$ cat config.mk
export PLATFORM = sky130hd
export DESIGN_NAME = fault_escalator
export DESIGN_NICKNAME = d
export VERILOG_FILES = /design/src/rtl/fault_esc_pkg.sv /design/src/rtl/fault_qualify.sv /design/src/rtl/fault_cause_reg.sv /design/src/rtl/lockup_ctrl.sv /design/src/rtl/exc_arbiter.sv /design/src/rtl/fault_escalator.sv
export SDC_FILE = /design/constraint.sdc
export NUM_CORES = 1
export LEC_CHECK = 0
export ABC_AREA = 1
export BUFFER_PORTS_ARGS = -buffer_cell sky130_fd_sc_hd__clkbuf_2
export CAP_MARGIN = 40
export CORE_UTILIZATION = 24
export CTS_CLUSTER_DIAMETER = 50
export DETAILED_ROUTE_END_ITERATION = 6
export GPL_ROUTABILITY_DRIVEN = 0
export PLACE_DENSITY = 0.5
export SETUP_SLACK_MARGIN = 0.05
export SYNTH_ARGS = -nofsm -noshare
export SYNTH_HDL_FRONTEND = slang
export SYNTH_SLANG_ARGS = --single-unit
$ cat constraint.sdc
create_clock -name clk -period 1 [get_ports clk]
set_input_delay 0.15 -clock clk [delete_from_list [all_inputs] [get_ports clk]]
set_output_delay 0.15 -clock clk [all_outputs]
set_load 0.01 [all_outputs]
$ cat src/rtl/fault_esc_pkg.sv
package fault_esc_pkg;

    localparam int FLT_W    = 6;
    localparam int BKPT_IDX = 1;
    localparam int CTX_W    = 2;

    typedef enum logic [CTX_W-1:0] {
        CTX_THREAD    = 2'd0,
        CTX_HANDLER   = 2'd1,
        CTX_HARDFAULT = 2'd2,
        CTX_NMI       = 2'd3
    } ctx_e;

    typedef enum logic [1:0] {
        GNT_NONE      = 2'd0,
        GNT_NMI       = 2'd1,
        GNT_HARDFAULT = 2'd2,
        GNT_OTHER     = 2'd3
    } grant_e;

    typedef struct packed {
        logic [FLT_W-1:0] vec;
        logic             any;
        logic             critical;
    } fault_info_t;

    function automatic logic ctx_is_critical(ctx_e c);
        return (c == CTX_HARDFAULT) || (c == CTX_NMI);
    endfunction

endpackage

$ cat src/rtl/fault_qualify.sv
module fault_qualify
    import fault_esc_pkg::*;
#(
    parameter int W    = FLT_W,
    parameter int BKPT = BKPT_IDX
) (
    input  logic [W-1:0] strobe,
    input  logic         dbg_attached,
    input  ctx_e         ctx,
    output fault_info_t  info,
    output logic         bkpt_dbg
);
    logic [W-1:0] masked;

    for (genvar i = 0; i < W; i++) begin : g_mask
        if (i == BKPT) begin : g_bkpt
            assign masked[i] = strobe[i] & ~dbg_attached;
        end else begin : g_plain
            assign masked[i] = strobe[i];
        end
    end

    assign bkpt_dbg      = strobe[BKPT] & dbg_attached;
    assign info.vec      = masked;
    assign info.any      = |masked;
    assign info.critical = ctx_is_critical(ctx);
endmodule

$ cat src/rtl/fault_cause_reg.sv
module fault_cause_reg #(
    parameter int W = 6
) (
    input  logic         clk,
    input  logic         rst,
    input  logic [W-1:0] set_vec,
    input  logic [W-1:0] clr_vec,
    output logic [W-1:0] cause
);
    for (genvar i = 0; i < W; i++) begin : g_bit
        always_ff @(posedge clk) begin
            if (rst)
                cause[i] <= 1'b0;
            else if (set_vec[i])
                cause[i] <= 1'b1;
            else if (clr_vec[i])
                cause[i] <= 1'b0;
        end
    end
endmodule

$ cat src/rtl/lockup_ctrl.sv
module lockup_ctrl
    import fault_esc_pkg::*;
(
    input  logic        clk,
    input  logic        rst,
    input  fault_info_t info,
    input  ctx_e        ctx,
    input  logic        nmi_req,
    output logic        hf_pend,
    output logic        locked
);
    logic lock_set;
    logic hf_set;

    assign lock_set = info.any &  info.critical & ~locked;
    assign hf_set   = info.any & ~info.critical & ~locked;

    always_ff @(posedge clk) begin
        if (rst)
            locked <= 1'b0;
        else if (locked && nmi_req)
            locked <= 1'b0;
        else if (lock_set)
            locked <= 1'b1;
    end

    always_ff @(posedge clk) begin
        if (rst)
            hf_pend <= 1'b0;
        else if (lock_set)
            hf_pend <= 1'b0;
        else if (hf_set)
            hf_pend <= 1'b1;
        else if (ctx == CTX_HARDFAULT)
            hf_pend <= 1'b0;
    end
endmodule

$ cat src/rtl/exc_arbiter.sv
module exc_arbiter
    import fault_esc_pkg::*;
(
    input  logic   nmi_req,
    input  logic   locked,
    input  logic   hf_pend,
    input  logic   irq_pend,
    output grant_e grant
);
    always_comb begin
        if (nmi_req)
            grant = GNT_NMI;
        else if (locked)
            grant = GNT_NONE;
        else if (hf_pend)
            grant = GNT_HARDFAULT;
        else if (irq_pend)
            grant = GNT_OTHER;
        else
            grant = GNT_NONE;
    end
endmodule

$ cat src/rtl/fault_escalator.sv
module fault_escalator
    import fault_esc_pkg::*;
#(
    parameter int NSRC = FLT_W
) (
    input  logic            clk,
    input  logic            rst,
    input  logic [NSRC-1:0] fault_strobe,
    input  logic            dbg_attached,
    input  logic [1:0]      exec_ctx,
    input  logic            nmi_req,
    input  logic            irq_pend,
    input  logic [NSRC-1:0] cause_clr,
    output logic            hf_req,
    output logic            core_locked,
    output logic [1:0]      exc_grant,
    output logic [NSRC-1:0] fault_cause,
    output logic            bkpt_to_debug
);
    ctx_e        ctx;
    fault_info_t info;
    grant_e      grant;

    assign ctx = ctx_e'(exec_ctx);

    fault_qualify #(.W(NSRC), .BKPT(BKPT_IDX)) u_qual (
        .strobe       (fault_strobe),
        .dbg_attached (dbg_attached),
        .ctx          (ctx),
        .info         (info),
        .bkpt_dbg     (bkpt_to_debug)
    );

    fault_cause_reg #(.W(NSRC)) u_cause (
        .clk     (clk),
        .rst     (rst),
        .set_vec (info.vec),
        .clr_vec (cause_clr),
        .cause   (fault_cause)
    );

    lockup_ctrl u_lock (
        .clk     (clk),
        .rst     (rst),
        .info    (info),
        .ctx     (ctx),
        .nmi_req (nmi_req),
        .hf_pend (hf_req),
        .locked  (core_locked)
    );

    exc_arbiter u_arb (
        .nmi_req  (nmi_req),
        .locked   (core_locked),
        .hf_pend  (hf_req),
        .irq_pend (irq_pend),
        .grant    (grant)
    );

    assign exc_grant = grant;
endmodule

# == Word level (Yosys, flattened, before mapping) ==
# Cells that the tools add are included.
# classes
eq_ne,2
mux,18
n_bitwise,9
reduce_logical,12
# op_table
cell,n
$mux 1,14
$reduce_bool 2->1,7
$mux 2,4
$and 1x1->1,6
$reduce_or 6->1,1
$eq 2x2->1 const B,2
$reduce_or 2->1,2
$not 1->1,3
$logic_and 1x1->1,1
$logic_or 1x1->1,1
# totals
register_bits,8
input_bits,19
output_inout_bits,11

# == Logic depth before layout (Yosys ltp) ==
# Gate-level depths: netlist (run 1).
# depth
word_depth,6
mapped_depth,7

# == By module ==
# A second synthesis (run 1) with hierarchy kept.
# unflattened
hier_cells,71
area_unflattened_um2,432.9
# by_module_without_submodules
mod,instances,cells_per_inst,area_each_um2,seq_area_each_um2
fault_cause_reg,1,30,217.7,120.1
fault_qualify,1,19,92.6,0.0
lockup_ctrl,1,14,91.3,40.0
exc_arbiter,1,8,31.3,0.0

# == Worst setup path before layout (run 1) ==
# No wires, ideal clock.
# synth_path
kind,register to output
start,register u_lock.hf_pend
end,output exc_grant[1]
arrival_time_ns,0.776
required_time_ns,0.850
setup_slack_ns,0.074
path_stages_with_launch,3
path_buffers,0
cell_sequence,dfxtp_1 -> inv_1 -> a211oi_1
# synth_via
elab_chain_cells,3
# synth_lines
element,line,source
start: declaration,lockup_ctrl.sv:9,"output logic hf_pend,"
start signal: assignment,lockup_ctrl.sv:29,hf_pend <= 1'b0;
start signal: assignment,lockup_ctrl.sv:31,hf_pend <= 1'b0;
start signal: assignment,lockup_ctrl.sv:33,hf_pend <= 1'b1;
$mux 2,exc_arbiter.sv:15,else if (hf_pend)
$mux 2,exc_arbiter.sv:13,else if (locked)
$mux 2,exc_arbiter.sv:11,if (nmi_req)
end: declaration,fault_escalator.sv:16,"output logic [1:0] exc_grant,"
# No other way between the ends.

# == Final worst setup path (run 1) ==
# Same ends and word-level chain as after synthesis.

==> results.sh, run 1 <==
export IMPL_endpoint_kind="output port"
export IMPL_final_cell_mix="sky130_fd_sc_hd__clkbuf_2 (26), sky130_fd_sc_hd__inv_1 (14), sky130_fd_sc_hd__nor2_1 (13)"
export IMPL_finalWorstSetupSlack_ns=-0.1198
export IMPL_count_of_buffering_cells_on_the_critical_path_with_inverters_included=2
export IMPL_crit_path_cell_trace="inv_1, a211oi_2, buf_2"
export IMPL_hold_path_class="input port to flip-flop"
export IMPL_worst_endpoint_arrival_ns=0.97
export IMPL_filler_cell_count=152
export IMPL_drv_max_cap_violation_count=0
export IMPL_rsz_0062_raised_after_global_routing="yes"
export IMPL_synth_seq_cells=8
export IMPL_first_pass_iters=4
export IMPL_clock_sinks=8
export IMPL_detailedPlace_worstSlack_ns=0.1041
export IMPL_main_combinational_cell_family_by_area_after_synthesis="simple AND/OR/NAND/NOR gates"
export IMPL_netlist_instances=55
export IMPL_peakVddDrop_v=0.0006174
export IMPL_min_period_ns=1.120
export IMPL_cp_data_required_time_ns=0.85
export IMPL_floorplan_rows=13
export IMPL_post_synth_adder_cell_area=0
export IMPL_synth_xor_area_share=0
export IMPL_yosys_warnings=0
export IMPL_fp_dieW_um=40.75
export IMPL_layout_worst_path_cycle_share=1.120
export IMPL_synth_area_in_compound_gates=0.1632
export IMPL_max_freq_mhz=893.0
export IMPL_design_core_area_sq_mm=0.001350
export IMPL_die_height_um=40.75
export IMPL_layout_commonest_cell="sky130_fd_sc_hd__clkbuf_2"
export IMPL_slew_headroom=0.8969
export IMPL_number_of_global_route_vias_before_repair=269
export IMPL_synthesis_nets=74
export IMPL_ranking_of_synthesized_cells_by_area="sky130_fd_sc_hd__dfxtp_1 (44%), sky130_fd_sc_hd__inv_1 (15%), sky130_fd_sc_hd__nor2_1 (14%), sky130_fd_sc_hd__a21oi_1 (9.7%), sky130_fd_sc_hd__nand2_1 (8.3%)"
export IMPL_cts_root_buf="sky130_fd_sc_hd__clkbuf_4"
export IMPL_area_delta_synth_final_pct=54.86
export IMPL_synth_seq_area_share=0.4444
export IMPL_grt_antenna_before_repair=0
export IMPL_timing_critical_path_from_type="flip-flop"
export IMPL_failing_checks="setup timing"
export IMPL_fin_worst_skew_ns=0.00006922
export IMPL_cts_setup_buffers=0
export IMPL_htree_levels=1
export IMPL_initial_cell_density_of_the_core=0.2669
export IMPL_cts_buffers=3
export IMPL_final_util=0.4133
export IMPL_antenna_cells=0
export IMPL_detail_route_wirelength_um=799
export IMPL_num_nets_final=107
export IMPL_drive_gt1_frac=0.4302
export IMPL_drc_errors=0
export IMPL_port_buffers=29
export IMPL_critical_path_class="flip-flop to output port"
export IMPL_postCtsHoldBufs=0
export IMPL_synth_area_sq_um=360.3
export IMPL_netlist_top_cell_by_area="sky130_fd_sc_hd__dfxtp_1"
export IMPL_total_routing_usage_gr=0.1065
export IMPL_synth_top_cell_area_share=0.4444
export IMPL_clk_pin_slew_worst_paths_ns=0.06
export IMPL_final_hold_viol_count=0
export IMPL_outcome="complete, but fails checks"
export IMPL_netlist_cell_type_count=10
export IMPL_clkLatencyLatePin_ns=0.25
export IMPL_cts_tree="yes"
export IMPL_critical_path_slowest_cell="sky130_fd_sc_hd__dfxtp_2"
export IMPL_via_per_inst=4.030
export IMPL_routedWlPerCell_um=7.911
export IMPL_grt_start_max_net_pins=9
export IMPL_clock_path_buffers=2
export IMPL_post_synth_and_or_nand_nor_area_fraction=0.2361
export IMPL_final_antenna_net_count=0
export IMPL_critical_path_top_delay_family="flip-flops"
export IMPL_maxSlewViolCount=0
export IMPL_crit_path_max_fo=3
export IMPL_first_drt_iteration_drcs=1
export IMPL_synth_mux_area_frac=0
export IMPL_crit_path_max_incr_delay_ns=0.34
export IMPL_ioPinCount=30
export IMPL_finalSetupViolCount=2
export IMPL_gr_total_overflow=0
export IMPL_die_area_sq_mm=0.001661
export IMPL_total_leakage_power_nw=0.3348
export IMPL_place_detailed_hpwl_um=654.4
export IMPL_vias=407
export IMPL_max_slew_worst_pin_slew_ns=0.1537
export IMPL_grt_pass1_wl_um=1035
export IMPL_syn_area_per_cell_sq_um=6.552
export IMPL_pwr_density_cell_mw_per_mm2=1335
## repair_timing
| action | CTS | global route |
|---|---|---|
| endpoints found under the setup margin | 3 | 3 |
| pin swaps | 1 | 0 |
| gates resized for setup | 3 | 5 |
## final cells by class
type | count | area, sq um | area share
Timing Repair Buffer | 29 | 145.1 | 0.2601
Sequential cell | 8 | 165.2 | 0.2960
Clock buffer | 3 | 22.52 | 0.04036
Tap cell | 15 | 18.77 | 0.03363
Multi-Input combinational cell | 32 | 153.9 | 0.2758
Inverter | 14 | 52.55 | 0.09417
## cells in the mapped netlist (all sizes together)
cell / count
nor2: 13
a21oi: 7
clkbuf: 1
o21ai: 1
nand2: 8
inv: 14
o31ai: 1
or2: 1
dfxtp: 8
a211oi: 1
## layer usage
metal | up-vias | routed length (um) | GRT usage
li1 | 227 | - | -
met1 | 163 | 367 | 0.1320
met2 | 15 | 360 | 0.1310
met3 | 2 | 58 | 0.03261
met4 | 0 | 12 | 0.1250
met5 | - | 0 | 0
## cells by family after synthesis
logic type | after synthesis
buffers and inverters | 15
AOI/OAI and AO/OA | 10
and+or+nand+nor | 22
DFF | 8
## tightest hold or removal path, stage by stage
cell and delay [ns]:
sky130_fd_sc_hd__clkbuf_2 0.09, sky130_fd_sc_hd__a21oi_1 0.03, sky130_fd_sc_hd__nor2_1 0.07
## flip-flops by register name, summed over array words and instances (netlist names)
signal	count
u_lock.locked	1
u_lock.hf_pend	1
u_cause.cause	6
## stage by stage
step                instances  hold WS (ns)  instance area (sq um)  power [mW]  TNS (ns)
finish                    101        0.1221                  558.0      0.7450   -0.2156
CTS                       101        0.1140                  550.5      0.7603   -0.2490
floorplan                  55        0.2674                  360.3      0.4289         0
global route              101        0.1292                  558.0      0.8101   -0.3551
detailed placement         98        0.3915                  520.5      0.5010         0
global placement           98        0.3764                  520.5      0.5005         0
## power breakdown
| part | leakage (nW) | switching [mW] | internal (mW) |
|---|---|---|---|
| clock | 0.0138 | 0.109 | 0.137 |
| sequential | 0.0676 | 0.0144 | 0.340 |
| combinational | 0.253 | 0.0733 | 0.0704 |
## worst paths after layout
check	start	end	slack (ns)	depth (start not counted)
min	fault_strobe[0]	u_cause.cause[0]	0.12	3
max reg2reg	u_lock.locked	u_lock.hf_pend	0.13	4
max	u_lock.hf_pend	exc_grant[1]	-0.12	3
min reg2reg	u_cause.cause[2]	u_cause.cause[2]	0.46	2
Power figures use the tool's default switching activity.
==> inputs of run 2 (changes only) <==
--- a/config.mk
+++ b/config.mk
@@ -13,7 +13,6 @@
 export DETAILED_ROUTE_END_ITERATION = 6
 export GPL_ROUTABILITY_DRIVEN = 0
 export PLACE_DENSITY = 0.5
-export SETUP_SLACK_MARGIN = 0.05
 export SYNTH_ARGS = -nofsm -noshare
 export SYNTH_HDL_FRONTEND = slang
 export SYNTH_SLANG_ARGS = --single-unit
==> run 2 against run 1 <==
- the run still ends with setup timing left
- total power up 0.24%
- sequential cell count unchanged
- combinational power about the same
- final area down 0.45%
- sequential power about the same
- critical endpoint unchanged
- largest cell class unchanged
==> results.sh, run 2 (same netlist as run 1, synthesis figures left out) <==
export IMPL_grt_pass1_wl_um=1035
export IMPL_layout_commonest_cell="sky130_fd_sc_hd__clkbuf_2"
export IMPL_grt_start_max_net_pins=9
export IMPL_fp_dieW_um=40.75
export IMPL_biggest_registers_after_layout="u_cause.cause x6, u_lock.hf_pend x1, u_lock.locked x1"
export IMPL_total_leakage_power_nw=0.3341
export IMPL_design_core_area_sq_mm=0.001350
export IMPL_clock_power_share=0.331
export IMPL_failing_checks="setup timing"
export IMPL_crit_path_cell_trace="inv_1, a211oi_2, buf_2"
export IMPL_die_height_um=40.75
export IMPL_final_instance_count_excl_fill=101
export IMPL_rsz_0062_raised_after_global_routing="yes"
export IMPL_count_of_buffering_cells_on_the_critical_path_with_inverters_included=2
export IMPL_total_routing_usage_gr=0.1065
export IMPL_pwr_density_cell_mw_per_mm2=1344
export IMPL_cts_root_buf="sky130_fd_sc_hd__clkbuf_4"
export IMPL_whs_ns=0.1217
export IMPL_maxSlewViolCount=0
export IMPL_finalWorstSetupSlack_ns=-0.1195
export IMPL_drv_max_cap_violation_count=0
export IMPL_crit_path_max_incr_delay_ns=0.34
export IMPL_max_slew_worst_pin_slew_ns=0.1537
export IMPL_clk_pin_slew_worst_paths_ns=0.06
export IMPL_peakVddDrop_v=0.0006174
export IMPL_endpoint_kind="output port"
export IMPL_fin_worst_skew_ns=0.00007058
export IMPL_drc_errors=0
export IMPL_place_detailed_hpwl_um=654.4
export IMPL_power_net_switching_mw=0.1976
export IMPL_critical_path_top_delay_family="flip-flops"
export IMPL_via_per_inst=3.990
export IMPL_multiInputGateArea_sq_um=153.9
export IMPL_largest_reg_flops=6
export IMPL_gr_total_overflow=0
export IMPL_postCtsHoldBufs=0
export IMPL_final_antenna_net_count=0
export IMPL_routedWlPerCell_um=7.960
export IMPL_number_of_global_route_vias_before_repair=269
export IMPL_filler_cell_count=153
export IMPL_slew_headroom=0.8969
export IMPL_clkLatencyLatePin_ns=0.25
export IMPL_area_delta_synth_final_pct=54.17
export IMPL_timing_critical_path_from_type="flip-flop"
export IMPL_first_drt_iteration_drcs=2
export IMPL_outcome="complete, but fails checks"
export IMPL_sequential_cell_area_sq_um=162.7
export IMPL_critical_path_class="flip-flop to output port"
export IMPL_cts_tree="yes"
export IMPL_htree_levels=1
export IMPL_vias=403
export IMPL_crit_path_max_fo=3
export IMPL_port_buffers=29
export IMPL_floorplan_rows=13
export IMPL_power_share_combinational=0.192
export IMPL_critical_path_slowest_cell="sky130_fd_sc_hd__dfxtp_2"
export IMPL_grt_antenna_before_repair=0
export IMPL_total_placed_cells_including_tap_cells=98
export IMPL_registers_top_by_ff_count="u_cause.cause"
export IMPL_cp_data_required_time_ns=0.85
export IMPL_min_period_ns=1.119
export IMPL_antenna_cells=0
export IMPL_cts_setup_buffers=0
export IMPL_detailedPlace_worstSlack_ns=0.1041
export IMPL_die_area_sq_mm=0.001661
export IMPL_num_nets_final=107
export IMPL_clock_sinks=8
export IMPL_power_switching_share=0.2646
export IMPL_finalSetupViolCount=2
export IMPL_first_pass_iters=3
export IMPL_final_cell_mix="sky130_fd_sc_hd__clkbuf_2 (27), sky130_fd_sc_hd__inv_1 (14), sky130_fd_sc_hd__nor2_1 (13)"
export IMPL_cts_buffers=3
export IMPL_worst_endpoint_arrival_ns=0.97
export IMPL_ioPinCount=30
export IMPL_clock_path_buffers=2
export IMPL_layout_worst_path_cycle_share=1.119
export IMPL_initial_cell_density_of_the_core=0.2669
export IMPL_seq_power_share=0.477
export IMPL_detail_route_wirelength_um=804
export IMPL_p_int_mw=0.5492
export IMPL_final_hold_viol_count=0
export IMPL_max_freq_mhz=893.3
export IMPL_hold_path_class="input port to flip-flop"
export IMPL_drive_gt1_frac=0.4302
[run 2: what timing repair did]
item	in CTS	in global routing
resized for setup	3	3
pin swaps	1	0
endpoints found under the setup margin	2	2
gates cloned	0	0
[run 2: per-stage QoR]
step | power [mW] | setup TNS, ns | area, sq um | util
final | 0.7468 | -0.2164 | 555.5 | 0.4115
after CTS | 0.7603 | -0.2490 | 550.5 | 0.4078
after global routing | 0.8113 | -0.3553 | 555.5 | 0.4115
after detailed placement | 0.5010 | 0 | 520.5 | 0.3855
after floorplan | 0.4289 | 0 | 360.3 | -
after global placement | 0.5005 | 0 | 520.5 | 0.3855
[run 2: layer usage]
metal	part of all wire	GRT usage	wire length (um)	vias to the layer above
met3	0.072	0.03261	58	2
met5	0	0	0	-
met1	0.47	0.1320	375	160
met4	0.015	0.1250	12	0
li1	-	-	-	226
met2	0.44	0.1310	357	15
[run 2: power groups by stage]
stage / sequential, mW / combinational (mW) / clock [mW]
4_1_cts: 0.355 / 0.144 / 0.261
5_1_grt: 0.358 / 0.164 / 0.289
3_5_place_dp: 0.360 / 0.141 / 0
3_3_place_gp: 0.360 / 0.141 / 0
6_report: 0.356 / 0.144 / 0.247
2_1_floorplan: 0.370 / 0.0593 / 0
[run 2: final timing paths]
kind | from | end | slack, ns | cells after the start
worst min-delay path | fault_strobe[0] | u_cause.cause[0] | 0.12 | 3
worst max-delay path | u_lock.hf_pend | exc_grant[1] | -0.12 | 3
worst min register to register | u_cause.cause[2] | u_cause.cause[2] | 0.46 | 2
worst max register to register | u_lock.locked | u_lock.hf_pend | 0.14 | 4
[run 2: final cells by class]
| type | instances | area share |
|---|---|---|
| flip-flops and latches | 8 | 0.2928 |
| multi-input cells | 32 | 0.2770 |
| repair buffers | 29 | 0.2613 |
| inverters | 14 | 0.09459 |
| clock buffers | 3 | 0.04054 |
| well taps | 15 | 0.03378 |
[run 2: tightest hold or removal path, delay by kind of cell]
family | cells | cell delay (ns)
AOI/OAI and AO/OA | 1 | 0.03
buffers and inverters | 1 | 0.09
and+or+nand+nor | 1 | 0.07
